`src/rtl/nvs_pkg.sv`:
```
package nvs_pkg;
    typedef enum logic [2:0] {
        OP_NONE    = 3'd0,
        OP_LOAD1   = 3'd1,
        OP_SAVE    = 3'd2,
        OP_LOADALL = 3'd3,
        OP_FETCH   = 3'd4,
        OP_SETW    = 3'd5
    } op_e;

    typedef enum logic [2:0] {
        S_IDLE,
        S_SAVE,
        S_LOADALL,
        S_FETCH,
        S_HOLD,
        S_PLOAD
    } state_e;
endpackage

```
`src/rtl/nvs_array.sv`:
```
module nvs_array #(
    parameter int WORDS   = 16,
    parameter int WORD_W  = 16,
    parameter int WIPER_W = 10,
    parameter logic [WORD_W-1:0] TOL_WORD = 16'h0F1E,
    localparam int AW = $clog2(WORDS)
) (
    input  logic              clk,
    input  logic              rst_n,
    input  logic              we,
    input  logic [AW-1:0]     waddr,
    input  logic [WORD_W-1:0] wdata,
    input  logic [AW-1:0]     raddr,
    output logic [WORD_W-1:0] rdata,
    output logic [WIPER_W-1:0] save0,
    output logic [WIPER_W-1:0] save1
);
    localparam logic [WORD_W-1:0] MID_WORD = WORD_W'(1) << (WIPER_W - 1);

    logic [WORD_W-1:0] mem [WORDS];

    for (genvar i = 0; i < WORDS; i++) begin : g_word
        localparam logic [WORD_W-1:0] RV =
            (i < 2) ? MID_WORD : ((i == WORDS - 1) ? TOL_WORD : '0);
        always_ff @(posedge clk) begin
            if (!rst_n)
                mem[i] <= RV;
            else if (we && waddr == AW'(i))
                mem[i] <= wdata;
        end
    end

    assign rdata = mem[raddr];
    assign save0 = mem[0][WIPER_W-1:0];
    assign save1 = mem[1][WIPER_W-1:0];
endmodule

```
`src/rtl/nvs_timer.sv`:
```
module nvs_timer #(
    parameter int CW      = 8,
    parameter int RST_VAL = 0
) (
    input  logic          clk,
    input  logic          rst_n,
    input  logic          load,
    input  logic [CW-1:0] load_val,
    output logic          zero
);
    logic [CW-1:0] cnt_q;

    always_ff @(posedge clk) begin
        if (!rst_n)
            cnt_q <= CW'(RST_VAL);
        else if (load)
            cnt_q <= load_val;
        else if (cnt_q != '0)
            cnt_q <= cnt_q - 1'b1;
    end

    assign zero = (cnt_q == '0);
endmodule

```
`src/rtl/nvs_edge.sv`:
```
module nvs_edge (
    input  logic clk,
    input  logic rst_n,
    input  logic lvl_n,
    output logic fall
);
    logic prev_q;

    always_ff @(posedge clk) begin
        if (!rst_n)
            prev_q <= 1'b1;
        else
            prev_q <= lvl_n;
    end

    assign fall = prev_q & ~lvl_n;
endmodule

```
`src/rtl/nvs_seq.sv`:
```
module nvs_seq
    import nvs_pkg::*;
#(
    parameter int WORDS       = 16,
    parameter int WORD_W      = 16,
    parameter int WIPER_W     = 10,
    parameter int SAVE_CYC    = 60,
    parameter int LOADALL_CYC = 10,
    parameter int FETCH_CYC   = 4,
    parameter int PRESET_CYC  = 14,
    parameter logic [WORD_W-1:0] TOL_WORD = 16'h0F1E,
    localparam int AW = $clog2(WORDS)
) (
    input  logic               clk,
    input  logic               rst_n,
    input  logic               cmd_valid,
    input  logic [2:0]         cmd_op,
    input  logic [AW-1:0]      cmd_addr,
    input  logic [WORD_W-1:0]  cmd_data,
    input  logic               preset_n,
    input  logic               wp_n,
    output logic               ready,
    output logic               busy,
    output logic [WIPER_W-1:0] wiper0,
    output logic [WIPER_W-1:0] wiper1,
    output logic [WORD_W-1:0]  rd_data
);
    localparam logic [WIPER_W-1:0] MID = WIPER_W'(1) << (WIPER_W - 1);
    localparam int TOP_ADDR = WORDS - 1;
    localparam int M1   = (SAVE_CYC > LOADALL_CYC) ? SAVE_CYC : LOADALL_CYC;
    localparam int M2   = (FETCH_CYC > PRESET_CYC) ? FETCH_CYC : PRESET_CYC;
    localparam int MAXC = (M1 > M2) ? M1 : M2;
    localparam int CW   = $clog2(MAXC + 1);

    typedef struct packed {
        state_e             st;
        logic [WIPER_W-1:0] w0;
        logic [WIPER_W-1:0] w1;
        logic               rdy;
        logic               pend;
        logic [AW-1:0]      adr;
        logic [WORD_W-1:0]  dat;
        logic [WORD_W-1:0]  rd;
    } seq_t;

    seq_t s_q, s_d;

    logic               t_load, t_zero, p_fall;
    logic [CW-1:0]      t_val;
    logic               arr_we;
    logic [AW-1:0]      arr_waddr;
    logic [WORD_W-1:0]  arr_wdata, rword;
    logic [WIPER_W-1:0] save0, save1;

    nvs_array #(.WORDS(WORDS), .WORD_W(WORD_W), .WIPER_W(WIPER_W), .TOL_WORD(TOL_WORD)) u_arr (
        .clk(clk), .rst_n(rst_n), .we(arr_we), .waddr(arr_waddr), .wdata(arr_wdata),
        .raddr(s_q.adr), .rdata(rword), .save0(save0), .save1(save1)
    );

    nvs_timer #(.CW(CW), .RST_VAL(LOADALL_CYC - 1)) u_tmr (
        .clk(clk), .rst_n(rst_n), .load(t_load), .load_val(t_val), .zero(t_zero)
    );

    nvs_edge u_edge (.clk(clk), .rst_n(rst_n), .lvl_n(preset_n), .fall(p_fall));

    always_comb begin
        s_d       = s_q;
        t_load    = 1'b0;
        t_val     = '0;
        arr_we    = 1'b0;
        arr_waddr = s_q.adr;
        arr_wdata = s_q.dat;
        case (s_q.st)
            S_IDLE: begin
                if (p_fall) begin
                    s_d.st = S_HOLD;
                    s_d.w0 = MID;
                    s_d.w1 = MID;
                end else if (cmd_valid) begin
                    case (cmd_op)
                        OP_LOAD1: begin
                            if (cmd_addr == AW'(0)) s_d.w0 = save0;
                            else if (cmd_addr == AW'(1)) s_d.w1 = save1;
                        end
                        OP_SAVE: begin
                            if (wp_n && cmd_addr != AW'(TOP_ADDR)) begin
                                s_d.st  = S_SAVE;
                                s_d.rdy = 1'b0;
                                s_d.adr = cmd_addr;
                                s_d.dat = cmd_data;
                                t_load  = 1'b1;
                                t_val   = CW'(SAVE_CYC - 1);
                            end
                        end
                        OP_LOADALL: begin
                            s_d.st  = S_LOADALL;
                            s_d.rdy = 1'b0;
                            t_load  = 1'b1;
                            t_val   = CW'(LOADALL_CYC - 1);
                        end
                        OP_FETCH: begin
                            s_d.st  = S_FETCH;
                            s_d.rdy = 1'b0;
                            s_d.adr = cmd_addr;
                            t_load  = 1'b1;
                            t_val   = CW'(FETCH_CYC - 1);
                        end
                        OP_SETW: begin
                            if (wp_n) begin
                                if (cmd_addr == AW'(0)) s_d.w0 = cmd_data[WIPER_W-1:0];
                                else if (cmd_addr == AW'(1)) s_d.w1 = cmd_data[WIPER_W-1:0];
                            end
                        end
                        default: ;
                    endcase
                end
            end
            S_HOLD: begin
                s_d.w0 = MID;
                s_d.w1 = MID;
                if (preset_n) begin
                    s_d.st  = S_PLOAD;
                    s_d.rdy = 1'b0;
                    t_load  = 1'b1;
                    t_val   = CW'(PRESET_CYC - 1);
                end
            end
            default: begin
                s_d.pend = s_q.pend | p_fall;
                if (t_zero) begin
                    s_d.rdy  = 1'b1;
                    s_d.pend = 1'b0;
                    case (s_q.st)
                        S_SAVE: begin
                            arr_we = 1'b1;
                            if (s_q.adr == AW'(0))      arr_wdata = WORD_W'(s_q.w0);
                            else if (s_q.adr == AW'(1)) arr_wdata = WORD_W'(s_q.w1);
                        end
                        S_FETCH: s_d.rd = rword;
                        default: begin
                            s_d.w0 = save0;
                            s_d.w1 = save1;
                        end
                    endcase
                    if (s_q.pend || p_fall) begin
                        s_d.st = S_HOLD;
                        s_d.w0 = MID;
                        s_d.w1 = MID;
                    end else begin
                        s_d.st = S_IDLE;
                    end
                end
            end
        endcase
    end

    always_ff @(posedge clk) begin
        if (!rst_n) begin
            s_q      <= '0;
            s_q.st   <= S_LOADALL;
            s_q.w0   <= MID;
            s_q.w1   <= MID;
        end else begin
            s_q <= s_d;
        end
    end

    assign ready   = s_q.rdy;
    assign busy    = (s_q.st != S_IDLE);
    assign wiper0  = s_q.w0;
    assign wiper1  = s_q.w1;
    assign rd_data = s_q.rd;
endmodule

```
`config.mk`:
```
export PLATFORM = sky130hd
export DESIGN_NAME = nvs_seq
export DESIGN_NICKNAME = d
export VERILOG_FILES = /design/src/rtl/nvs_pkg.sv /design/src/rtl/nvs_array.sv /design/src/rtl/nvs_timer.sv /design/src/rtl/nvs_edge.sv /design/src/rtl/nvs_seq.sv
export SDC_FILE = /design/constraint.sdc
export NUM_CORES = 1
export LEC_CHECK = 0
export CORE_AREA = 2 2 121 211
export CTS_CLUSTER_DIAMETER = 200
export DETAILED_ROUTE_END_ITERATION = 8
export DIE_AREA = 0 0 123 213
export PLACE_DENSITY = 0.89
export SETUP_SLACK_MARGIN = 0.2
export SLEW_MARGIN = 20
export SYNTH_ARGS = -nofsm -noshare
export SYNTH_HDL_FRONTEND = slang
export SYNTH_SLANG_ARGS = --single-unit
```
`constraint.sdc`:
```
create_clock -name clk -period 3.3 [get_ports clk]
set_input_delay 0.66 -clock clk [delete_from_list [all_inputs] [get_ports clk]]
set_output_delay 0.66 -clock clk [all_outputs]
set_load 0.1 [all_outputs]
```
==> results.txt <==
----------------------------------------------------
[Status]
  Run status ... completed

[STA]
  Number of failing hold endpoints at the final stage ... 0
  Timing-limited maximum frequency ... 335.8 MHz
  Max-slew headroom at the worst pin ... about 36%
  Crit path setup slack, layout ... 0.3218 ns
  Number of pins exceeding their max-slew limit in the final report ... 0
  Number of endpoints failing setup at the final stage ... 0
  Setup repair after global routing missed its margin ... yes
  Setup TNS Final ... 0 ns
  Worst slew pin tran ... 0.9497 ns
  Final min period ... about 3.0 ns
  Period Utilization, post-route ... ~90%
  Hold Slack ... 0.4558 ns
  Worst setup skew after layout ... 0.01281 ns

[Min path]
  Class of the worst hold path ... register to register

[Layout]
  Net count reported at finish ... ~1300
  Layout cells sized above 1 ... a little under a fifth
  Most frequent standard cell in the layout excluding fill and tap cells ... nor2_1
  Fin area ... approximately 0.016 mm^2
  Post-synthesis to final-layout area growth ... 11.86%
  Final antenna diode count ... 0
  Core Util, Final ... between 60% and 70%
  Final non-filler cell total ... around 1600
  Commonest non-fill, non-tap cells in the layout ... 276 x nor2_1, 256 x edfxtp_1, 87 x nand2_1, 84 x buf_4, 66 x dfxtp_1

[GRT]
  Via count of the first global-routing pass ... 10429
  GRT Resource Usage Total ... 28.84%
  Antenna violations before repair ... 0
  Global-route wire length before repair ... around 57000 um
  Maximum number of pins on one net before global-route repair ... 37
  Overflow left after global routing ... 0

[Synthesis]
  Area of the mapped netlist ... 0.01467 mm^2
  Cell count after synthesis ... between 1000 and 1500
  Count of distinct cell types in the synthesized netlist ... 60
  Most area-hungry cell type in the Yosys netlist ... edfxtp_1
  Number of storage elements in the synthesis netlist ... between 300 and 400
  Area share of the largest cell type after synthesis ... 52.40%
  Most used flip-flop cell after synthesis ... edfxtp_1
  Fraction of registers with async set or reset after synthesis ... 0%
  Cell types occupying the most area after synthesis ... edfxtp_1 52%, mux4_2 9.8%, dfxtp_1 9.3%
  Ys Warns ... 0
  Fraction of the yosys area taken by sequential cells ... between 60% and 70%
  Number of enable-type register cells in the synthesized netlist ... around 260
  Syn Area/Cell ... approximately 12 um^2

[Die]
  Initial cell density of the core ... 59.80%
  Die area ... around 0.026 mm^2
  Core Region ... between 0.02 and 0.025 mm^2
  X dimension of the die ... 123 um
  Number of placed I/O pins ... between 60 and 70
  Height of the die ... approximately 210 um
  Std-Cell Rows ... 76

[Placed design]
  Port Buffer Count ... 65
  Count of placed standard cells including taps ... 1507
  Total half-perimeter wirelength after legalization and detailed placement ... 25350 um
  Instance area at placement ... about 0.015 mm^2
  Post-placement setup slack ... approximately 0.26 ns
  Routability-driven placement congestion ratio ... 0.8954

[Drt]
  Routed WL per cell ... ~24 um
  Detail Route Antenna Nets ... 0
  Vias per std cell ... about 6.5
  Vias after detailed routing ... between 10000 and 15000
  Number of detailed-route iterations in the first pass ... 6
  Routed wire length ... 36780 um
  Initial drt markers ... 1278
  DRC violations left ... 0

[Critical path]
  Data arrival at the endpoint of the critical path ... 3.26 ns
  Critical Path Sink Type ... register
  CP Launch Type ... register
  Start-to-end type of the worst setup path ... register to register
  Crit Path Max Fanout ... 22
  Worst path required time ... ~3.6 ns

[Power and ir drop]
  Leakage power summed over all cells ... about 5.3 nW
  Peak supply drop ... 0.0004118 V
  P per Cell Area ... approximately 540 mW/mm^2
  Power Total ... between 8 and 9 mW

[CTS]
  Later-pin clock latency in the skew report ... 0.57 ns
  Clock Tree Root ... clkbuf_16
  Clock-pin slew on the worst setup and hold paths ... 0.07 ns
  TritonCTS Buffers ... 27
  Number of buffers added for setup after CTS ... 0
  Clock sink total ... approximately 320
  Maximum root-to-sink buffer count ... 3
  Clock tree from TritonCTS ... done
  H-tree depth ... 1

[Flow run]
  Maximum capacitance violations ... 0

----------------------------------------------------
## worst max-delay path, cell delays in order, from the launching register on
cell	delay, ns
dfxtp_1	0.32
inv_1	0.09
ha_1	0.20
nor2b_1	0.47
nand4_1	0.45
buf_12	0.32
a21oi_2	0.67
nor2_1	0.14
## final timing paths
check	start	to	slack [ns]	cells after the start
setup / recovery	u_tmr.cnt_q[0]	u_arr.mem[1][4]	0.32	7
hold / removal	s_q[28]	s_q[28]	0.46	2
setup reg to reg	u_tmr.cnt_q[0]	u_arr.mem[1][4]	0.32	7
hold reg to reg	s_q[28]	s_q[28]	0.46	2
## per-layer routing
metal	wire length [um]	GRT usage (%)	share of wire, %	up-vias
li1	-	-	-	4400
met3	2619	3.526	7.1	172
met2	20100	52.18	55	641
met4	2624	19.95	7.1	0
met5	0	0	0	-
met1	11440	30.58	31	4920
## cells in the mapped netlist, types with 3 or more instances
library cell	count
or3_1	3
nor2b_1	16
nand2b_1	13
o31ai_1	3
nand3_1	13
xnor2_1	3
buf_2	23
o21ai_0	37
or4_1	17
mux2i_1	16
a2bb2oi_1	8
mux4_2	64
nor2_1	276
and3_1	5
buf_1	12
a22oi_1	34
edfxtp_1	256
a21oi_2	10
clkbuf_1	48
inv_1	3
nand2_1	87
nor3_1	13
a22o_1	16
dfxtp_1	68
buf_4	38
nor3_2	3
a21oi_1	58
nand4_1	4
## repair_timing
item                       CTS  global route
resized for setup            0             4
hold buffers                 0             0
setup endpoints to repair    0            24
## flip-flops by register name, indices dropped and copies added, names as in the netlist
| name | cells |
|---|---|
| arr_waddr | 4 |
| rd_data | 16 |
| ready | 1 |
| s_q | 20 |
| u_arr.mem | 256 |
| u_edge.prev_q | 1 |
| u_tmr.cnt_q | 6 |
| wiper0 | 10 |
| wiper1 | 10 |
## cell type report
class,count,area (um^2)
sequential,324,9056
fill,1580,8123
multi-input combinational,752,5059
timing repair buffer,114,960.9
clock buffer,36,770.7
tap,312,390.4
clock inverter,14,155.1
inverter,5,18.77
## report_power, final
part           internal [mW]  switching (mW)
Combinational          0.305           0.612
Clock                   1.88            1.46
Sequential              4.55           0.113
Total                   6.74            2.19
## cell families after synthesis
family,synth area share [%]
flip-flops,61.68
other,0.02556
AND/OR/NAND/NOR,13.86
adder cells (fa/ha/maj),0.08527
buffers and inverters,4.392
multiplexers,10.92
XOR/XNOR,0.2388
AO/OA/AOI/OAI,8.802
No activity file was read; power rests on OpenSTA's default activity.
